File: src/rtl/ssk_pkg.sv
// Shared definitions for the shadow return-address stack.
// Assumes: fault causes fit in two bits, and their numbering is visible at the ports.
package ssk_pkg;

    typedef enum logic [1:0] {
        CAUSE_MISMATCH  = 2'd0,
        CAUSE_OVERFLOW  = 2'd1,
        CAUSE_UNDERFLOW = 2'd2,
        CAUSE_BADSTORE  = 2'd3
    } ssk_cause_e;

endpackage

File: src/rtl/ssk_region_filter.sv
// Store screen: refuses any ordinary store whose address falls inside the
// shadow window [BASE, BASE+SIZE-1]. Purely combinational.
// Assumes: BASE+SIZE-1 does not wrap past the top of the address space.
module ssk_region_filter #(
    parameter int             AW   = 32,
    parameter logic [AW-1:0]  BASE = '0,
    parameter logic [AW-1:0]  SIZE = 1
) (
    input  logic          req,
    input  logic [AW-1:0] addr,
    output logic          pass,
    output logic          block
);
    localparam logic [AW-1:0] LAST = BASE + SIZE - 1'b1;

    logic hit;

    // Window hit test and pass/block split of the request.
    always_comb begin
        hit   = (addr >= BASE) && (addr <= LAST);
        block = req && hit;
        pass  = req && !hit;
    end
endmodule

File: src/rtl/ssk_ptr.sv
// Depth pointer of the shadow stack. It decides, per cycle, whether the
// return pops or underflows and whether the call pushes or overflows.
// The return is ordered before the call. Only call/return events move it.
// Assumes: DEPTH >= 2.
module ssk_ptr #(
    parameter int DEPTH = 16,
    parameter int LW    = $clog2(DEPTH + 1),
    parameter int IW    = $clog2(DEPTH)
) (
    input  logic          clk,
    input  logic          rst_n,
    input  logic          call_vld,
    input  logic          ret_vld,
    output logic [LW-1:0] level,
    output logic          pop_ok,
    output logic          underflow,
    output logic          push_ok,
    output logic          overflow,
    output logic [IW-1:0] rd_idx,
    output logic [IW-1:0] wr_idx
);
    localparam logic [LW-1:0] FULL = LW'(DEPTH);

    logic [LW-1:0] after_pop;
    logic [LW-1:0] level_nxt;

    // Return first: pop or underflow, then see if the call still fits.
    always_comb begin
        underflow = ret_vld && (level == '0);
        pop_ok    = ret_vld && (level != '0);
        after_pop = level - LW'(pop_ok);
        overflow  = call_vld && (after_pop == FULL);
        push_ok   = call_vld && !overflow;
        level_nxt = after_pop + LW'(push_ok);
        rd_idx    = IW'(level) - IW'(1);
        wr_idx    = IW'(after_pop);
    end

    // Pointer register, cleared by reset.
    always_ff @(posedge clk) begin
        if (!rst_n) begin
            level <= '0;
        end else begin
            level <= level_nxt;
        end
    end
endmodule

File: src/rtl/ssk_slots.sv
// Entry storage: DEPTH words of return addresses, one write port, one read port.
// Only the push path of the block drives the write port.
// Assumes: the contents need no reset; the pointer marks which slots are valid.
module ssk_slots #(
    parameter int AW    = 32,
    parameter int DEPTH = 16,
    parameter int IW    = $clog2(DEPTH)
) (
    input  logic          clk,
    input  logic          we,
    input  logic [IW-1:0] widx,
    input  logic [AW-1:0] wdata,
    input  logic [IW-1:0] ridx,
    output logic [AW-1:0] rdata
);
    logic [AW-1:0] slot [DEPTH];

    for (genvar i = 0; i < DEPTH; i++) begin : g_slot
        // Each slot loads only when it is the push target.
        always_ff @(posedge clk) begin
            if (we && (widx == IW'(i))) begin
                slot[i] <= wdata;
            end
        end
    end

    // Read the entry at the top of the stack.
    always_comb begin
        rdata = slot[ridx];
    end
endmodule

File: src/rtl/ssk_fault_gen.sv
// Fault reporter: turns the event flags of one cycle into a registered
// one-cycle pulse and cause code. Priority: underflow/mismatch (these
// exclude each other), then overflow, then illegal store.
// Assumes: the flags are valid in the cycle of their event.
module ssk_fault_gen
    import ssk_pkg::*;
(
    input  logic       clk,
    input  logic       rst_n,
    input  logic       en,
    input  logic       mismatch,
    input  logic       underflow,
    input  logic       overflow,
    input  logic       badstore,
    output logic       fault_vld,
    output ssk_cause_e fault_cause
);
    ssk_cause_e sel;
    logic       any;

    // Choose the cause with the highest priority.
    always_comb begin
        any = mismatch || underflow || overflow || badstore;
        if (underflow)     sel = CAUSE_UNDERFLOW;
        else if (mismatch) sel = CAUSE_MISMATCH;
        else if (overflow) sel = CAUSE_OVERFLOW;
        else               sel = CAUSE_BADSTORE;
    end

    // Register the pulse; a low enable masks it.
    always_ff @(posedge clk) begin
        if (!rst_n) begin
            fault_vld   <= 1'b0;
            fault_cause <= CAUSE_MISMATCH;
        end else begin
            fault_vld   <= en && any;
            fault_cause <= sel;
        end
    end
endmodule

File: src/rtl/shadow_ret_stack.sv
// Top of the return-address shadow stack. Calls push, returns pop and
// compare, and ordinary stores are screened against the shadow window.
// Faults are reported one cycle after their event.
// Assumes: at most one call and one return retire per cycle, and DEPTH >= 2.
module shadow_ret_stack
    import ssk_pkg::*;
#(
    parameter int            AW          = 32,
    parameter int            DEPTH       = 16,
    parameter logic [AW-1:0] REGION_BASE = 32'h0000_F000,
    parameter logic [AW-1:0] REGION_SIZE = 32'h0000_0100,
    localparam int           LW          = $clog2(DEPTH + 1)
) (
    input  logic          clk,
    input  logic          rst_n,
    input  logic          chk_en,
    input  logic          call_vld,
    input  logic [AW-1:0] call_addr,
    input  logic          ret_vld,
    input  logic [AW-1:0] ret_target,
    input  logic          st_req,
    input  logic [AW-1:0] st_addr,
    output logic          st_pass,
    output logic          st_block,
    output logic          fault_vld,
    output logic [1:0]    fault_cause,
    output logic [LW-1:0] sp_depth
);
    localparam int IW = $clog2(DEPTH);

    logic          pop_ok, underflow, push_ok, overflow, mismatch;
    logic [IW-1:0] rd_idx, wr_idx;
    logic [AW-1:0] top_word;
    ssk_cause_e    cause_q;

    ssk_ptr #(.DEPTH(DEPTH), .LW(LW), .IW(IW)) u_ptr (
        .clk       (clk),
        .rst_n     (rst_n),
        .call_vld  (call_vld),
        .ret_vld   (ret_vld),
        .level     (sp_depth),
        .pop_ok    (pop_ok),
        .underflow (underflow),
        .push_ok   (push_ok),
        .overflow  (overflow),
        .rd_idx    (rd_idx),
        .wr_idx    (wr_idx)
    );

    ssk_slots #(.AW(AW), .DEPTH(DEPTH), .IW(IW)) u_slots (
        .clk   (clk),
        .we    (push_ok),
        .widx  (wr_idx),
        .wdata (call_addr),
        .ridx  (rd_idx),
        .rdata (top_word)
    );

    ssk_region_filter #(.AW(AW), .BASE(REGION_BASE), .SIZE(REGION_SIZE)) u_filter (
        .req   (st_req),
        .addr  (st_addr),
        .pass  (st_pass),
        .block (st_block)
    );

    // Compare the popped entry with the target taken from the ordinary stack.
    always_comb begin
        mismatch = pop_ok && (top_word != ret_target);
    end

    ssk_fault_gen u_fault (
        .clk         (clk),
        .rst_n       (rst_n),
        .en          (chk_en),
        .mismatch    (mismatch),
        .underflow   (underflow),
        .overflow    (overflow),
        .badstore    (st_block),
        .fault_vld   (fault_vld),
        .fault_cause (cause_q)
    );

    // Present the cause as a plain vector at the port.
    always_comb begin
        fault_cause = cause_q;
    end
endmodule

File: config.mk
export PLATFORM = sky130hd
export DESIGN_NAME = shadow_ret_stack
export DESIGN_NICKNAME = d
export VERILOG_FILES = /design/src/rtl/ssk_pkg.sv /design/src/rtl/ssk_region_filter.sv /design/src/rtl/ssk_ptr.sv /design/src/rtl/ssk_slots.sv /design/src/rtl/ssk_fault_gen.sv /design/src/rtl/shadow_ret_stack.sv
export SDC_FILE = /design/constraint.sdc
export NUM_CORES = 1
export LEC_CHECK = 0
export ABC_AREA = 1
export BUFFER_PORTS_ARGS = -buffer_cell sky130_fd_sc_hd__buf_2
export CAP_MARGIN = 20
export CELL_PAD_IN_SITES_DETAIL_PLACEMENT = 0
export CELL_PAD_IN_SITES_GLOBAL_PLACEMENT = 1
export CORE_ASPECT_RATIO = 0.5
export CORE_MARGIN = 2
export CORE_UTILIZATION = 45
export CTS_CLUSTER_DIAMETER = 80
export DETAILED_ROUTE_END_ITERATION = 8
export PLACE_DENSITY = 0.71
export SYNTH_ARGS = -nofsm -noshare
export SYNTH_HDL_FRONTEND = slang
export SYNTH_SLANG_ARGS = --single-unit
export TNS_END_PERCENT = 1
File: constraint.sdc
create_clock -name clk -period 13.5 [get_ports clk]
set_input_delay 2.7 -clock clk [delete_from_list [all_inputs] [get_ports clk]]
set_output_delay 2.7 -clock clk [all_outputs]
set_load 0.005 [all_outputs]
After elaboration in Yosys (flattened, before gate mapping)
Memory sizes are Yosys's and may differ from the RTL's.
Index checks and enable logic that the tools add are counted.
{"block": "op_classes", "add_sub_neg": 3, "order_cmp": 2, "n_eq_ne": 17, "n_mux": 80, "n_bitwise": 1, "reduce_logical": 49}
{"op": "2-to-1 mux 32 bit", "count": 15}
{"op": "OR reduction 32 bit", "count": 15}
{"op": "2-to-1 mux 4 bit", "count": 15}
{"op": "2-to-1 mux 1 bit", "count": 47}
{"op": "equality test 4 bit (second input constant)", "count": 8}
{"op": "greater-or-equal comparator 32 x 16 -> 1 bit (second input constant)", "count": 1}
{"op": "less-or-equal comparator 32 x 16 -> 1 bit (second input constant)", "count": 1}
{"op": "!= test 32 bit", "count": 1}
{"op": "logical AND 1 bit", "count": 25}
{"op": "equality test 4 x 3 -> 1 bit (second input constant)", "count": 4}
{"op": "equality test 4 x 2 -> 1 bit (second input constant)", "count": 2}
{"op": "2-to-1 mux 2 bit", "count": 3}
{"op": "adder 5 x 1 -> 5 bit", "count": 1}
{"op": "equality test 5 bit (second input constant)", "count": 1}
{"op": "zero test 5 bit", "count": 1}
{"op": "nonzero test 5 bit", "count": 1}
{"op": "subtractor 5 x 1 -> 5 bit", "count": 1}
{"op": "equality test 4 x 1 -> 1 bit (second input constant)", "count": 1}
{"op": "zero test 4 bit", "count": 1}
{"op": "subtractor 4 x 1 -> 4 bit (second input constant)", "count": 1}
{"op": "logical OR 1 bit", "count": 3}
{"op": "OR reduction 3 bit", "count": 1}
{"op": "zero test 1 bit", "count": 2}
{"op": "NOT 1 bit", "count": 1}
{"block": "totals", "ff_bits": 8, "ramBits": 512, "inputBits": 102, "output_inout_bits": 10, "elab_cells": 157, "mem_count": 1}
{"name": "u_slots.slot", "words": 16, "width": 32, "rd": 1, "rd_ports_with_merged_regs": 0, "wr": 1, "line_no": "ssk_slots.sv:16", "source": "logic [AW-1:0] slot [DEPTH];"}

Logic depth before layout (Yosys ltp)
Gate-level depths: netlist (run 1).
{"block": "logic_depth", "word_depth": 26, "mapped_depth": 24, "ltp_nobuf": 20}

By module
From an unflattened synthesis (run 1), not the netlist that was laid out.
{"block": "unflattened", "cells_unflattened": 2361, "area_unflattened_um2": 23399.9}
{"mod": "ssk_slots", "n_inst": 1, "cells_per_inst": 2090, "area_each_um2": 22098.7, "seq_area_each_um2": 15374.7}
{"mod": "shadow_ret_stack", "n_inst": 1, "cells_per_inst": 170, "area_each_um2": 653.1, "seq_area_each_um2": 0.0}
{"mod": "ssk_ptr", "n_inst": 1, "cells_per_inst": 62, "area_each_um2": 446.7, "seq_area_each_um2": 100.1}
{"mod": "ssk_region_filter", "n_inst": 1, "cells_per_inst": 28, "area_each_um2": 106.4, "seq_area_each_um2": 0.0}
{"mod": "ssk_fault_gen", "n_inst": 1, "cells_per_inst": 11, "area_each_um2": 95.1, "seq_area_each_um2": 60.1}

Worst setup path after synthesis (run 1)
OpenSTA, ideal clock, no wires.
{"block": "synth_timing", "path_type": "input-to-reg", "from": "input port ret_vld", "to": "memory u_slots.slot[1][0], enable pin", "setup_ns": 0.461, "arrival_ns": 6.222, "t_required_ns": 13.039, "path_slack_ns": 6.817, "cell_stages": 10, "n_path_buf": 0, "path_cell_list": "inv_1 a31oi_1 ha_1 ha_1 xnor2_1 inv_1 nor4_1 nor2_1 nand3_1 nor3_1"}
{"block": "synth_via", "elab_chain_len": 25, "word_cells_on_any_way": 115, "classes_between": "add/sub: 1; eq/ne: 16; mux: 62; reduce/logical: 36"}
{"element": "from (decl)", "line_no": "shadow_ret_stack.sv:19", "source": "input logic ret_vld,"}
{"element": "logical AND 1 bit (*)", "line_no": "ssk_ptr.sv:30", "source": "pop_ok = ret_vld && (level != '0);"}
{"element": "subtractor 5 x 1 -> 5 bit (*)", "line_no": "ssk_ptr.sv:31", "source": "after_pop = level - LW'(pop_ok);"}
{"element": "equality test 5 bit", "line_no": "ssk_ptr.sv:32", "source": "overflow = call_vld && (after_pop == FULL);"}
{"element": "logical AND 1 bit", "line_no": "ssk_ptr.sv:32"}
{"element": "zero test 1 bit", "line_no": "ssk_ptr.sv:33", "source": "push_ok = call_vld && !overflow;"}
{"element": "logical AND 1 bit", "line_no": "ssk_ptr.sv:33"}
{"element": "logical AND 1 bit", "line_no": "ssk_slots.sv:21", "source": "if (we && (widx == IW'(i))) begin"}
{"element": "2-to-1 mux 1 bit", "line_no": "ssk_slots.sv:21"}
{"element": "2-to-1 mux 1 bit (implied by the code)", "line_no": "ssk_slots.sv:22", "source": "slot[i] <= wdata;"}
{"element": "OR reduction 32 bit (no line)"}
{"element": "2-to-1 mux 4 bit (no line) / 2-to-1 mux 1 bit (equally long branches) (15 in a row)"}
{"element": "to (decl)", "line_no": "ssk_slots.sv:16"}
Mark *: on every way between the ends. The rest lies on a longest branch, timed or not.

Worst setup path after layout (run 1)
{"block": "layout_timing", "from": "input port st_addr[11]", "to": "output port st_block"}
{"block": "layout_via", "elab_chain_len": 3, "word_cells_on_any_way": 4, "classes_between": "order compare: 2; reduce/logical: 2"}
{"element": "from (decl)", "line_no": "shadow_ret_stack.sv:22", "source": "input logic [AW-1:0] st_addr,"}
{"element": "greater-or-equal comparator 32 x 16 -> 1 bit / less-or-equal comparator 32 x 16 -> 1 bit (equally long branches)", "line_no": "ssk_region_filter.sv:20", "source": "hit = (addr >= BASE) && (addr <= LAST);"}
{"element": "logical AND 1 bit (*)", "line_no": "ssk_region_filter.sv:20"}
{"element": "logical AND 1 bit (*)", "line_no": "ssk_region_filter.sv:21", "source": "block = req && hit;"}
{"element": "to (decl)", "line_no": "shadow_ret_stack.sv:24", "source": "output logic st_block,"}
Marked as above.

==> run summary, run 1 <==
Initial Util - 0.458
num rows - 56
WS Path Type - in -> out
Final Skew - 10.6 ps
Internal Pwr Total - 3.39 mW
R2R Setup Slk - 8180 ps
crit-path max FO - 2
status - completed
CTS Hold Buffers Added - 0
Max Cap Violations - 0
Die Y - 159 um
critical path endpoint category - output port
Comb pwr share - 0.386
Startpoint Class - input port
Max Buffers Root-to-Sink - 3
Distinct cells, synth - 27
clock network power share - 0.240
fin crit share - 0.489
crit path DAT - 3900 ps
syn nets - 1987
grt ovf - 0
Post-CTS Setup Repair Bufs - 0
slew of the pin with the lowest slew margin - 1120 ps
ys async rst share - 0
RePlAce Congestion - 0.727
TritonCTS clock tree - built
die width - 314 um
Critical Path Max Stage Delay - 510 ps
commonest non-fill, non-tap cell in the layout - nand2_1
Pleak - 8.94 nW
Worst path top cell family by delay - simple AND/OR/NAND/NOR gates
H-tree levels - 2
max-slew violations - 0
critical path depth - 7
Max transition margin - 0.251
Slowest-stage cell, CP - or4_1
total CTS buffers - 48
number of nets in the layout - 2066
Remaining DRCs - 0
R2R Path End - u_fault.fault_vld
first-pass GRT wire length - 80.2 mm
pwr dens - 233 nW/um^2
WL per Instance - 20.6 um
initial antenna violation count - 0
Cell Count, Final, Fillers Out - 2635
Flop pwr share - 0.374
Cell Area, Synth - 21600 um^2
DP HPWL - 27.2 mm
reg2reg path depth - 19
drt first pass iters - 5
total core area - 47200 um^2
# setup viols final - 0
Initial DRC Count - 1262
FF-to-FF Start - u_ptr.level[0]
Layout area overhead - 12.3%
commonest cells after routing, fill and taps aside - nand2_1, edfxtp_1, nand3_1
VDD IR max - 0.160 mV
Clock transition at path regs - 60 ps
worst min path class - reg -> reg
I/O pin cnt - 112
setup_tns - 0 ps
crit path cell chain - buf_2 > or4_1 > nor2_1 > nand3_1 > nand3b_1 > nor2_1 > buf_2
post-synthesis sequential area ratio - 0.719
vias per cell - 5.28
worst setup path startpoint - st_addr[11]
ratio of cells with drive above 1 in the final layout - 0.116
Fmax - 152 MHz
EDFF count, synth - 512
CP Buf/Inv Count - 2
CTS sink count - 520
minimum clock period - 6600 ps
CP Capture Point - st_block
Most used DFF post-synth - edfxtp_1
CP Data Required Time - 10800 ps
Ys Warns - 0
vias in the first global route - 12891
Synth Instances - 1880
die area - 49900 um^2
root buf cell - clkbuf_16
sw frac - 0.400
Final Hold Vio Count - 0
final WL - 54.2 mm
GRT Total Usage - 0.217
RSZ-0062 raised after global routing - false
Syn Area/Cell - 11.5 um^2
NetSw - 2.26 mW
#FFs+latches synth - 520
IO buf count - 103
dpl cells - 2547
diode count - 0
Worst-Skew Late Latency - 570 ps
post-cts repair resize count - 0
via count - 13901
final antenna-violating net count - 0
largest net degree at the start of global routing - 116
==> power groups by stage <==
stage	clock network (mW)	registers (mW)	logic, mW
detailed placement	0	2.15	2.19
global route	1.44	2.14	2.42
finish	1.35	2.11	2.18
floorplan	0	2.13	1.49
CTS	1.38	2.12	2.19
global placement	0	2.15	2.16
==> sequential cells by signal, indices dropped and copies added (netlist names) <==
signal	flops
u_ptr.level	5
u_slots.slot	512
u_fault.fault_vld	1
u_fault.fault_cause	2
==> through the flow <==
step                power (mW)  cell area, um^2  hold WS [ps]   util  worst slack [ps]
floorplan                 3.62            21600           560      -              6820
global placement          4.31            22700           592  0.482              6850
detailed placement        4.34            22700           634  0.482              6880
CTS                       5.69            24300           630  0.514              6870
global route              6.00            24300           645  0.514              6790
finish                    5.65            24300           607  0.514              6900
==> per-layer routing <==
metal,GRT usage,wire (um)
met5,0,0
met1,0.336,26200
met2,0.326,23800
met4,0.0370,576
met3,0.0350,3490
==> worst min path at each step <==
stage	from	endpoint	slack [ps]	cells after the start
after detailed placement	u_ptr.level[4]	u_fault.fault_cause[0]	630	2
after global routing	u_ptr.level[4]	u_fault.fault_cause[0]	640	2
after floorplan	u_ptr.level[4]	u_fault.fault_cause[0]	560	2
after global placement	u_ptr.level[4]	u_fault.fault_cause[0]	590	2
after CTS	u_ptr.level[4]	u_fault.fault_cause[0]	630	2
final	u_ptr.level[4]	u_fault.fault_cause[0]	610	2
==> tightest hold or removal path, delay by kind of cell, from the launching register on <==
family / cells / cell delay (ps)
flip-flops: 1 / 390
AND/OR/NAND/NOR: 2 / 180
==> kinds of logic after synthesis <==
| kind of cell | count (synthesis) | share of synthesized area |
|---|---|---|
| AOI/OAI and AO/OA | 6 | 0.00145 |
| xor gates and xnor gates | 2 | 0.000811 |
| adders and majority gates | 5 | 0.00290 |
| buffers and inverters | 152 | 0.0349 |
| DFF | 520 | 0.719 |
| and+or+nand+nor | 1195 | 0.241 |
==> Yosys cell counts, drive strengths merged, types with 2 or more instances <==
cell    instances  area share
nor3            4     0.00093
nor2           33      0.0058
buf            98       0.025
nand3b         10      0.0035
nand2         664        0.12
inv            49      0.0086
a21oi           2     0.00046
ha              5      0.0029
nor4            6      0.0017
dfxtp           8      0.0074
clkbuf          5     0.00087
o21ai           3     0.00069
nand3         476        0.11
edfxtp        512        0.71
==> final cells by class <==
class / instances / area, um^2
sequential: 520 / 15500
timing repair buffer: 132 / 733
multi-input combinational: 1208 / 5450
clock buffer: 63 / 1290
clock inverter: 25 / 255
tap: 638 / 798
inverter: 49 / 194
fill: 4140 / 22900
(Power assumes the default switching activity.)
==> run 2: changes to the inputs <==
- clock period: 13.5 -> 6.5 ns (I/O delays scaled with it)
==> run 2 against run 1 <==
  * Sequential power grew 110%
  * Global-route usage grew 0.075 points
  * Non-clock buffer count is the same
  * Hold slack hardly changed
  * Critical endpoint is now u_fault.fault_vld
  * Design area is 0.37% lower
  * Largest power group unchanged
  * Combinational power is 110% higher
  * Flip-flop and latch count unchanged
  * Cell count down 0.15%
  * Via count about the same
==> run summary, run 2 (synthesis results as in run 1) <==
status - completed
CP Data Required Time - 6960 ps (-3840 ps)
Initial DRC Count - 1219 (-3.4%)
crit-path max FO - 121 (+119)
Critical Path Max Stage Delay - 840 ps (+330 ps)
grt ovf - 0 (unchanged)
# setup viols final - 0 (unchanged)
initial antenna violation count - 0 (unchanged)
root buf cell - clkbuf_16
post-cts repair resize count - 0 (unchanged)
vias per cell - 5.29 (+0.20%)
max-slew violations - 0 (unchanged)
IO buf count - 103 (unchanged)
via count - 13907 (+0.043%)
slew of the pin with the lowest slew margin - 1000 ps (-122 ps)
worst min path class - reg -> reg
commonest non-fill, non-tap cell in the layout - nand2_1
die area - 49900 um^2 (unchanged)
largest net degree at the start of global routing - 178 (+53%)
RePlAce Congestion - 0.751 (+3.2%)
CTS sink count - 520 (unchanged)
Max Cap Violations - 0 (unchanged)
final WL - 54.3 mm (+0.29%)
Post-CTS Setup Repair Bufs - 0 (unchanged)
CTS Hold Buffers Added - 0 (unchanged)
crit path DAT - 4900 ps (+1000 ps)
Die Y - 159 um (unchanged)
Final Hold Vio Count - 0 (unchanged)
setup_tns - 0 ps (unchanged)
minimum clock period - 4430 ps
H-tree levels - 2 (unchanged)
total core area - 47200 um^2 (unchanged)
number of nets in the layout - 2065 (-0.048%)
VDD IR max - 0.701 mV (+340%)
Slowest-stage cell, CP - buf_4
Clock transition at path regs - 70 ps (about the same)
end-of-flow core utilization - 0.513 (-0.00191)
Power, Total - 11.6 mW (+100%)
TritonCTS clock tree - built
I/O pin cnt - 112 (unchanged)
num rows - 56 (unchanged)
crit path cell chain - inv_8 > buf_4 > buf_4 > nand2_1 > nand3_1 > nand3_1 > nand3_1 > nand3_1 > nand2_1 > nand2_1 > nor2_1 > nand2_1 > nor2_1 > nand2_1 > nand2_1 > nand3_1 > nand2_1 > inv_1
ratio of cells with drive above 1 in the final layout - 0.116 (+0.000292)
drt first pass iters - 5 (unchanged)
max reg flops - 512 (unchanged)
Max transition margin - 0.332 (+0.0816)
Worst-Skew Late Latency - 560 ps (about the same)
Hold WS - 607 ps (+0.192 ps)
Pleak - 8.90 nW (-0.52%)
Fillers - 4061 (-1.9%)
Layout area overhead - 11.9%
most repeated library cell on the critical path - nand2_1
commonest cells after routing, fill and taps aside - nand2_1, edfxtp_1, nand3_1
Max Buffers Root-to-Sink - 3 (unchanged)
die width - 314 um (unchanged)
CP Buf/Inv Count - 4 (+2)
DP HPWL - 28.3 mm (+3.8%)
critical path endpoint category - flop
WS Path Type - reg -> reg
Initial Util - 0.458 (unchanged)
Remaining DRCs - 0 (unchanged)
Startpoint Class - flop
total CTS buffers - 47 (-2.1%)
Regs by FF count - u_slots.slot: 512 flops, u_ptr.level: 5 flops, u_fault.fault_cause: 2 flops
vias in the first global route - 13054 (+1.3%)
pwr dens - 478 nW/um^2 (+110%)
Fmax - 225 MHz
Final Skew - 10.9 ps (+0.277 ps)
WL per Instance - 20.6 um (+0.44%)
fin crit share - 0.682
most flop-heavy register - u_slots.slot
RSZ-0062 raised after global routing - false
final antenna-violating net count - 0 (unchanged)
first-pass GRT wire length - 81.5 mm (+1.6%)
Worst path top cell family by delay - buffers and inverters
GRT Total Usage - 0.217 (+0.000752)
==> run 2: area by class of cell <==
| type | instances | area (um^2) | share of cell area |
|---|---|---|---|
| diodes | 1 | 2.50 | 0.000104 |
| clock buffers | 57 | 1260 | 0.0520 |
| inverters | 49 | 194 | 0.00802 |
| well taps | 638 | 798 | 0.0330 |
| flip-flops and latches | 520 | 15500 | 0.643 |
| multi-input cells | 1208 | 5450 | 0.226 |
| repair buffers | 132 | 771 | 0.0319 |
| clock inverters | 26 | 158 | 0.00652 |
==> run 2: worst reg2reg max path, stage by stage (launching register included) <==
cell and delay, ps:
dfxtp_4 370, inv_8 470, buf_4 940, buf_4 770, nand2_1 120, nand3_1 100, nand3_1 90, nand3_1 180
nand3_1 90, nand2_1 250, nand2_1 90, nor2_1 180, nand2_1 70, nor2_1 90, nand2_1 160, nand2_1 160
nand3_1 80, nand2_1 70, inv_1 40
==> run 2: path summary, 6_finish.rpt <==
kind	startpoint	end	slack, ps	depth (start not counted)
min	u_ptr.level[4]	u_fault.fault_cause[0]	610	2
min reg2reg	u_ptr.level[4]	u_fault.fault_cause[0]	610	2
max	u_ptr.level[0]	u_fault.fault_vld	2070	18
max reg2reg	u_ptr.level[0]	u_fault.fault_vld	2070	18
==> run 2: metrics by stage <==
step / setup slack, ps / std cells / instance area (um^2)
floorplan: 1220 / 1880 / 21600
global placement: 1810 / 2547 / 22800
detailed placement: 1800 / 2547 / 22800
CTS: 2080 / 2630 / 24200
global route: 1680 / 2630 / 24200
finish: 2070 / 2631 / 24200
==> run 2: per-layer routing <==
metal  up-vias  part of all wire  GRT usage
met3        61             0.060     0.0344
met5         -                 0          0
li1       6744                 -          -
met1      6722              0.49      0.340
met2       380              0.44      0.324
met4         0             0.014     0.0389
==> run 2: report_power, final <==
part	total [mW]	switching, mW	leakage [nW]	internal, mW
Combinational	4.57	3.34	3.51	1.23
Clock	2.64	1.22	0.691	1.41
Sequential	4.35	0.107	4.69	4.25
Total	11.6	4.67	8.90	6.89
